===== src/rtl/pcm_rx_pkg.sv =====
package pcm_rx_pkg;

  localparam int unsigned PCM_BITS = 8;

  typedef enum logic {
    RX_FIXED    = 1'b0,
    RX_VARIABLE = 1'b1
  } rx_mode_e;

  // Pin bundle carried through the synchronizer, one bit per line.
  typedef struct packed {
    logic mclk;
    logic dclk;
    logic fs;
    logic sd;
  } rx_lines_t;

endpackage


===== src/rtl/pcm_rx_sync.sv =====
module pcm_rx_sync #(
  parameter int unsigned WIDTH  = 4,
  parameter int unsigned STAGES = 2
) (
  input  logic             clk,
  input  logic             rst_n,
  input  logic [WIDTH-1:0] raw_i,
  output logic [WIDTH-1:0] lvl_o,
  output logic [WIDTH-1:0] rise_o,
  output logic [WIDTH-1:0] fall_o
);

  for (genvar g = 0; g < WIDTH; g++) begin : g_line
    logic [STAGES-1:0] chain_q;
    logic [STAGES-1:0] chain_d;
    logic              prev_q;

    always_comb chain_d = {chain_q[STAGES-2:0], raw_i[g]};

    always_ff @(posedge clk or negedge rst_n) begin
      if (!rst_n) begin
        chain_q <= '0;
        prev_q  <= 1'b0;
      end else begin
        chain_q <= chain_d;
        prev_q  <= chain_q[STAGES-1];
      end
    end

    assign lvl_o[g]  = chain_q[STAGES-1];
    assign rise_o[g] = chain_q[STAGES-1] & ~prev_q;
    assign fall_o[g] = ~chain_q[STAGES-1] & prev_q;
  end

endmodule


===== src/rtl/pcm_rx_idle.sv =====
module pcm_rx_idle #(
  parameter int unsigned IDLE_CYCLES = 3_750_000
) (
  input  logic clk,
  input  logic rst_n,
  input  logic fs_lvl_i,
  input  logic fs_rise_i,
  output logic standby_o
);

  localparam int unsigned CW = $clog2(IDLE_CYCLES + 1);
  localparam logic [CW-1:0] LIMIT    = CW'(IDLE_CYCLES);
  localparam logic [CW-1:0] LIMIT_M1 = CW'(IDLE_CYCLES - 1);

  logic [CW-1:0] low_cnt_q, low_cnt_d;
  logic          standby_q, standby_d;

  always_comb begin
    low_cnt_d = low_cnt_q;
    standby_d = standby_q;
    if (fs_lvl_i) begin
      low_cnt_d = '0;
    end else if (low_cnt_q != LIMIT) begin
      low_cnt_d = low_cnt_q + 1'b1;
    end
    if (fs_rise_i) begin
      standby_d = 1'b0;
    end else if (!fs_lvl_i && low_cnt_q == LIMIT_M1) begin
      standby_d = 1'b1;
    end
  end

  always_ff @(posedge clk or negedge rst_n) begin
    if (!rst_n) begin
      low_cnt_q <= '0;
      standby_q <= 1'b0;
    end else begin
      low_cnt_q <= low_cnt_d;
      standby_q <= standby_d;
    end
  end

  assign standby_o = standby_q;


  standby_entry_chk: assert property (@(posedge clk) disable iff (!rst_n)
    $rose(standby_q) |-> $past(!fs_lvl_i));


  standby_exit_chk: assert property (@(posedge clk) disable iff (!rst_n)
    $fell(standby_q) |-> $past(fs_rise_i));

endmodule


===== src/rtl/pcm_rx_shift.sv =====
module pcm_rx_shift
  import pcm_rx_pkg::*;
#(
  parameter int unsigned WORD_BITS = PCM_BITS
) (
  input  logic                 clk,
  input  logic                 rst_n,
  input  rx_mode_e             mode_i,
  input  logic                 fs_lvl_i,
  input  logic                 fs_rise_i,
  input  logic                 bclk_fall_i,
  input  logic                 sd_i,
  input  logic                 standby_i,
  output logic [WORD_BITS-1:0] word_o,
  output logic                 vld_o
);

  localparam int unsigned CNT_W = $clog2(WORD_BITS);
  localparam logic [CNT_W-1:0] LAST = CNT_W'(WORD_BITS - 1);

  logic                 armed_q, armed_d;
  logic [CNT_W-1:0]     cnt_q, cnt_d;
  logic [WORD_BITS-1:0] sreg_q, sreg_d;
  logic [WORD_BITS-1:0] word_q, word_d;
  logic                 vld_q, vld_d;

  logic start, gate_ok, shift_en, abort;

  always_comb begin
    start    = fs_rise_i & ~standby_i;
    gate_ok  = (mode_i == RX_FIXED) | fs_lvl_i;
    shift_en = armed_q & bclk_fall_i & gate_ok & ~start & ~standby_i;
    abort    = armed_q & (~gate_ok | standby_i);

    armed_d = armed_q;
    cnt_d   = cnt_q;
    sreg_d  = sreg_q;
    word_d  = word_q;
    vld_d   = 1'b0;

    if (start) begin
      armed_d = 1'b1;
      cnt_d   = '0;
    end else if (abort) begin
      armed_d = 1'b0;
      cnt_d   = '0;
    end else if (shift_en) begin
      sreg_d = {sreg_q[WORD_BITS-2:0], sd_i};
      if (cnt_q == LAST) begin
        armed_d = 1'b0;
        cnt_d   = '0;
        word_d  = sreg_d;
        vld_d   = 1'b1;
      end else begin
        cnt_d = cnt_q + 1'b1;
      end
    end
  end

  always_ff @(posedge clk or negedge rst_n) begin
    if (!rst_n) begin
      armed_q <= 1'b0;
      cnt_q   <= '0;
      sreg_q  <= '0;
      word_q  <= '0;
      vld_q   <= 1'b0;
    end else begin
      armed_q <= armed_d;
      cnt_q   <= cnt_d;
      sreg_q  <= sreg_d;
      word_q  <= word_d;
      vld_q   <= vld_d;
    end
  end

  assign word_o = word_q;
  assign vld_o  = vld_q;


  vld_pulse_chk: assert property (@(posedge clk) disable iff (!rst_n)
    vld_q |=> !vld_q);


  word_hold_chk: assert property (@(posedge clk) disable iff (!rst_n)
    !vld_q |-> $stable(word_q));


  slot_done_chk: assert property (@(posedge clk) disable iff (!rst_n)
    vld_q |-> !armed_q);


  var_gate_chk: assert property (@(posedge clk) disable iff (!rst_n)
    (vld_q && mode_i == RX_VARIABLE) |-> $past(fs_lvl_i));

endmodule


===== src/rtl/pcm_rx_port.sv =====
module pcm_rx_port
  import pcm_rx_pkg::*;
#(
  parameter int unsigned WORD_BITS   = PCM_BITS,
  parameter int unsigned SYNC_STAGES = 2,
  parameter int unsigned IDLE_CYCLES = 3_750_000
) (
  input  logic                 clk,
  input  logic                 rst_n,
  input  logic                 mode_i,
  input  logic                 mclk_i,
  input  logic                 dclk_i,
  input  logic                 fsync_i,
  input  logic                 sdata_i,
  output logic [WORD_BITS-1:0] word_o,
  output logic                 word_vld_o,
  output logic                 standby_o
);

  localparam int unsigned LINES = $bits(rx_lines_t);

  logic [1:0] rst_pipe_q;
  logic       rst_int_n;

  always_ff @(posedge clk or negedge rst_n) begin
    if (!rst_n) rst_pipe_q <= '0;
    else        rst_pipe_q <= {rst_pipe_q[0], 1'b1};
  end
  assign rst_int_n = rst_pipe_q[1];

  rx_mode_e  mode;
  rx_lines_t raw_lines, lvl_s, rise_s, fall_s;
  logic      bclk_fall;
  logic      unused_edges;

  assign mode      = rx_mode_e'(mode_i);
  assign raw_lines = '{mclk: mclk_i, dclk: dclk_i, fs: fsync_i, sd: sdata_i};

  pcm_rx_sync #(.WIDTH(LINES), .STAGES(SYNC_STAGES)) u_sync (
    .clk    (clk),
    .rst_n  (rst_int_n),
    .raw_i  (raw_lines),
    .lvl_o  (lvl_s),
    .rise_o (rise_s),
    .fall_o (fall_s)
  );

  assign bclk_fall    = (mode == RX_VARIABLE) ? fall_s.dclk : fall_s.mclk;
  assign unused_edges = ^{lvl_s.mclk, lvl_s.dclk, rise_s.mclk, rise_s.dclk,
                          rise_s.sd, fall_s.sd, fall_s.fs};

  pcm_rx_idle #(.IDLE_CYCLES(IDLE_CYCLES)) u_idle (
    .clk       (clk),
    .rst_n     (rst_int_n),
    .fs_lvl_i  (lvl_s.fs),
    .fs_rise_i (rise_s.fs),
    .standby_o (standby_o)
  );

  pcm_rx_shift #(.WORD_BITS(WORD_BITS)) u_shift (
    .clk         (clk),
    .rst_n       (rst_int_n),
    .mode_i      (mode),
    .fs_lvl_i    (lvl_s.fs),
    .fs_rise_i   (rise_s.fs),
    .bclk_fall_i (bclk_fall),
    .sd_i        (lvl_s.sd),
    .standby_i   (standby_o),
    .word_o      (word_o),
    .vld_o       (word_vld_o)
  );


  no_word_in_standby_chk: assert property (@(posedge clk) disable iff (!rst_int_n)
    $past(standby_o) |-> !word_vld_o);

endmodule


===== config.mk =====
export PLATFORM = sky130hd
export DESIGN_NAME = pcm_rx_port
export DESIGN_NICKNAME = d
export VERILOG_FILES = /design/src/rtl/pcm_rx_pkg.sv /design/src/rtl/pcm_rx_sync.sv /design/src/rtl/pcm_rx_idle.sv /design/src/rtl/pcm_rx_shift.sv /design/src/rtl/pcm_rx_port.sv
export SDC_FILE = /design/constraint.sdc
export NUM_CORES = 1
export LEC_CHECK = 0
export ABC_AREA = 1
export ABC_CLOCK_PERIOD_IN_PS = 2300
export BUFFER_PORTS_ARGS = -buffer_cell sky130_fd_sc_hd__buf_2
export CAP_MARGIN = 10
export CORE_ASPECT_RATIO = 1.4
export CORE_MARGIN = 2
export CORE_UTILIZATION = 55
export DETAILED_ROUTE_END_ITERATION = 12
export PLACE_DENSITY = 0.73
export SETUP_SLACK_MARGIN = 0.5
export SLEW_MARGIN = 40
export SYNTH_ARGS = -nofsm -noshare
export SYNTH_HDL_FRONTEND = slang
export SYNTH_SLANG_ARGS = --single-unit

===== constraint.sdc =====
create_clock -name clk -period 2.3 [get_ports clk]
set_input_delay 0.345 -clock clk [delete_from_list [all_inputs] [get_ports clk]]
set_output_delay 0.345 -clock clk [all_outputs]
set_load 0.03 [all_outputs]

==> flow_results.org <==
** Run status
- Outcome :: completed

** Hold path
- The path class of the tightest hold or removal check is input pin to flip-flop.
- The path with the worst hold slack has its endpoint at u_sync.g_line[2].chain_q[0].
- Startpoint of the worst hold path :: dclk_i
- Hold Path Cell Cnt :: 1

** Worst setup path
- Crit path largest cell delay :: between 0.5 and 0.6 ns
- Kind of critical path :: flip-flop to flip-flop
- Reg2Reg Capture Point :: u_shift.sreg_q[3]
- Worst flop-to-flop path startpoint :: u_sync.g_line[1].chain_q[1]
- For the worst setup path, the data required time is about 2.5 ns.
- Data arrives at the worst endpoint at roughly 1.8 ns.
- In this run the worst path has a maximum fanout of 13.
- Critical path capture point type :: flip-flop
- The worst setup path is launched from a flip-flop.
- The number of buffers and inverters on the critical path is 1.
- Measured in cells, the most critical reg-to-reg path has a length of 7.
- In this run the worst setup path begins at u_sync.g_line[1].chain_q[1].
- Internal reg-to-reg setup slack :: ~0.76 ns
- Walking the worst path, the cells encountered are o21bai_1 > nor2_4 > nand2_4 > nor2_4 > inv_2 > nand2_1 > nand2_1.
- The cell family contributing the most delay on the critical path is simple AND/OR/NAND/NOR gates.
- Cell at the slowest stage of the critical path :: sky130_fd_sc_hd__dfrtp_2

** Final layout
- From synthesis to final layout, the design area changed by 11.9%.
- Top library cells by usage in the layout, fill and taps aside :: sky130_fd_sc_hd__nand2_1, sky130_fd_sc_hd__dfrtp_1, sky130_fd_sc_hd__nor2_1
- Final Net Count :: between 300 and 400
- Once layout is complete, the utilization of the core stands at between 60% and 70%.
- The number of antenna diodes in the final layout is 0.
- The finished cells cover ~3000 um2.
- Counting the fill cells in the layout gives 430.
- The library cell used most frequently in the layout, excluding fill and tap cells, is sky130_fd_sc_hd__nand2_1.
- Of the cells placed in the final design, the portion with a size suffix greater than 1 is a little over an eighth.

** Routing
- DR vias/cell :: 5.07
- 1st-pass router iterations :: 4
- DR WL/cell :: roughly 12 um
- Routed wire length :: 5010 um
- Total number of vias :: roughly 2100
- After detailed routing, the number of remaining DRC violations is 0.
- First-iteration detailed-routing DRC count :: 80
- In this run the remaining antenna-violating nets after routing total 0.

** STA
- Setup repair after global routing missed its margin :: no
- Final worst-path setup slack :: about 0.76 ns
- Adding up every negative setup slack in the final design gives 0 ns.
- The final number of max-transition violations was 0.
- Endpoints failing hold :: 0
- Period utilization :: about 67%
- Post-layout minimum cycle time :: 1.54 ns
- Clock skew on the completed layout was measured at 0.00792 ns.
- Highest achievable clock rate :: approximately 650 MHz
- Number of endpoints failing setup at the final stage :: 0

** Power
- Per report_power, the combinational group accounts for under 10% of the total.
- In this run the static leakage power is 0.00149 uW.
- Internal power :: ~1500 uW
- The clock network accounts for between 30% and 40% of the total power.
- Sequential fraction of design power :: 56.1%
- Summed over all nets, the switching power comes to approximately 420 uW.
- Peak supply drop :: roughly 470 uV
- Pwr/cell area :: between 600 and 700 nW/um2
- Net switching is 21.8% of the power.

** Floorplan
- Die Width :: between 60 and 70 um
- Height of the die :: around 86 um
- Pin placement for this block handled 17 I/O pins.
- The total area inside the core boundary comes to 4570 um2.
- Initial standard-cell utilization of the core :: 57.9%
- The die covers between 5000 and 6000 um2.
- Number of standard-cell rows in the floorplan :: 29

** Clocking
- Number of buffers created by CTS :: 5
- The clock passes through at most 2 buffers.
- TritonCTS built the clock tree.
- Counting every sink on the clock net gives 56.
- Clock latency on the worst-skew pair :: a little over 0.3 ns
- Clock-pin slew of the registers on the worst-case setup and hold paths :: 0.09 ns
- CTS built an H-tree with a depth of 2.
- Root buffer cell :: sky130_fd_sc_hd__clkbuf_8
- # Post-CTS Setup Buffers :: 0

** Placement
- Hpwl dp :: about 3700 um
- Placer Congestion :: slightly below 0.9
- Number of I/O port buffers :: 16
- After detailed placement, the total cell area comes to between 2000 and 3000 um2.
- Worst slack, placed :: around 0.61 ns

** Global routing
- The first global-routing pass estimated about 8600 um of wire.
- Overflow after GRT :: 0
- Initial antenna violation count :: 0
- Entering global routing, the biggest net connects 55 pins.
- Global routing consumed, over all layers together, about a fifth of the routing resources.
- Via count of the first global-routing pass :: a little under 2000

** Logic synthesis
- Post-synth net total :: 340
- Counting distinct cell types in the post-synthesis netlist gives 25.
- Flops & latches, synth :: 56
- Sequential area share after synthesis :: between 50 and 60%
- Dividing the synthesized area by the synthesized cell count gives between 8 and 9 um2.
- Synthesis produced a netlist whose cell count is 329.
- Yosys printed 0 warnings.
- Netlist Area Pre-Place :: 2650 um2

** Flow run
- Max-cap violations in this run came to 0.
-- worst max path at each step --
stage                     depth (start not counted)                    to  slack, ns
after CTS                                         7     u_shift.sreg_q[2]       0.57
after global routing                              9  u_idle.low_cnt_q[12]       0.56
final                                             7     u_shift.sreg_q[3]       0.76
after global placement                            7     u_shift.sreg_q[0]       0.63
after detailed placement                          7     u_shift.sreg_q[3]       0.61
after floorplan                                   0   u_idle.low_cnt_q[0]       0.63
-- state kept, by name, indices dropped and copies added, names as in the netlist --
register	flops
u_shift.sreg_q	7
u_sync.g_line.chain_q	8
u_shift.word_o	8
u_idle.standby_o	1
rst_pipe_q	2
u_shift.cnt_q	3
u_sync.g_line.prev_q	3
u_idle.low_cnt_q	22
u_shift.vld_o	1
u_shift.armed_q	1
-- cells by family after synthesis --
| logic type | share of synthesized area, % |
|---|---|
| compound gates | 4.16 |
| buf+inv | 5.29 |
| simple gates | 34.6 |
| other cells | 0.142 |
| flops | 52.9 |
| fa+ha+maj | 1.89 |
| xor+xnor | 0.992 |
-- power by group through the flow --
| stage | registers (uW) | logic, uW | clock network (uW) |
|---|---|---|---|
| floorplan | 1100 | 80.0 | 0 |
| global placement | 1100 | 115 | 0 |
| detailed placement | 1100 | 121 | 0 |
| CTS | 1080 | 123 | 750 |
| global route | 1090 | 140 | 792 |
| finish | 1080 | 121 | 728 |
-- Yosys cell counts --
cell type	instances	area, um2
sky130_fd_sc_hd__nand2_4	1	11.3
sky130_fd_sc_hd__inv_1	30	113
sky130_fd_sc_hd__buf_2	1	5.00
sky130_fd_sc_hd__nor2_2	2	12.5
sky130_fd_sc_hd__nand3_1	15	75.1
sky130_fd_sc_hd__o21ai_0	9	45.0
sky130_fd_sc_hd__a21oi_1	10	50.1
sky130_fd_sc_hd__nand3_2	1	10.0
sky130_fd_sc_hd__nor3_1	2	10.0
sky130_fd_sc_hd__nor4_1	1	6.26
sky130_fd_sc_hd__nor2_1	52	195
sky130_fd_sc_hd__ha_1	4	50.1
sky130_fd_sc_hd__nand4_1	7	43.8
sky130_fd_sc_hd__xnor2_1	1	8.76
sky130_fd_sc_hd__xor2_1	2	17.5
sky130_fd_sc_hd__nor3b_1	1	7.51
sky130_fd_sc_hd__conb_1	1	3.75
sky130_fd_sc_hd__nand4_4	1	21.3
sky130_fd_sc_hd__nand2_2	4	25.0
sky130_fd_sc_hd__inv_2	4	15.0
sky130_fd_sc_hd__dfrtp_1	56	1400
sky130_fd_sc_hd__o21bai_1	2	15.0
sky130_fd_sc_hd__buf_4	1	7.51
sky130_fd_sc_hd__nand2_1	115	432
sky130_fd_sc_hd__nor2_4	6	67.6
-- worst register-to-register path, stage by stage, from the launching register on --
cell	delay, ns
sky130_fd_sc_hd__dfrtp_2	0.53
sky130_fd_sc_hd__o21bai_1	0.18
sky130_fd_sc_hd__nor2_4	0.18
sky130_fd_sc_hd__nand2_4	0.09
sky130_fd_sc_hd__nor2_4	0.21
sky130_fd_sc_hd__inv_2	0.11
sky130_fd_sc_hd__nand2_1	0.07
sky130_fd_sc_hd__nand2_1	0.05
-- cell type report --
type                    instances  area [um2]  share of cell area (%)
clock buffers                   5        68.8                    2.32
multi-input cells             237        1110                    37.4
well taps                      62        77.6                    2.62
flip-flops and latches         56        1400                    47.4
clock inverters                 2        60.1                    2.03
repair buffers                 19         118                    3.97
inverters                      34         128                    4.31
-- repair_timing --
action	in CTS	in global routing
hold buffers	1	0
endpoints found under the hold margin	2	0
resized for setup	0	1
endpoints found under the setup margin	0	7
-- metrics by stage --
stage               std cells  hold WS (ns)  power [uW]
floorplan                 329        0.0494        1180
global placement          407         0.130        1220
detailed placement        407         0.130        1220
CTS                       415         0.125        1960
global route              415         0.118        2020
finish                    415         0.134        1930
-- layer usage --
metal | wire [um] | up-vias | global-route usage [%]
met2 | 2640 | 36 | 36.7
met4 | 112 | 0 | 10.9
li1 | - | 1072 | -
met3 | 128 | 12 | 3.15
met1 | 2130 | 985 | 23.9
met5 | 0 | - | 0
Power figures use the tool's default switching activity.
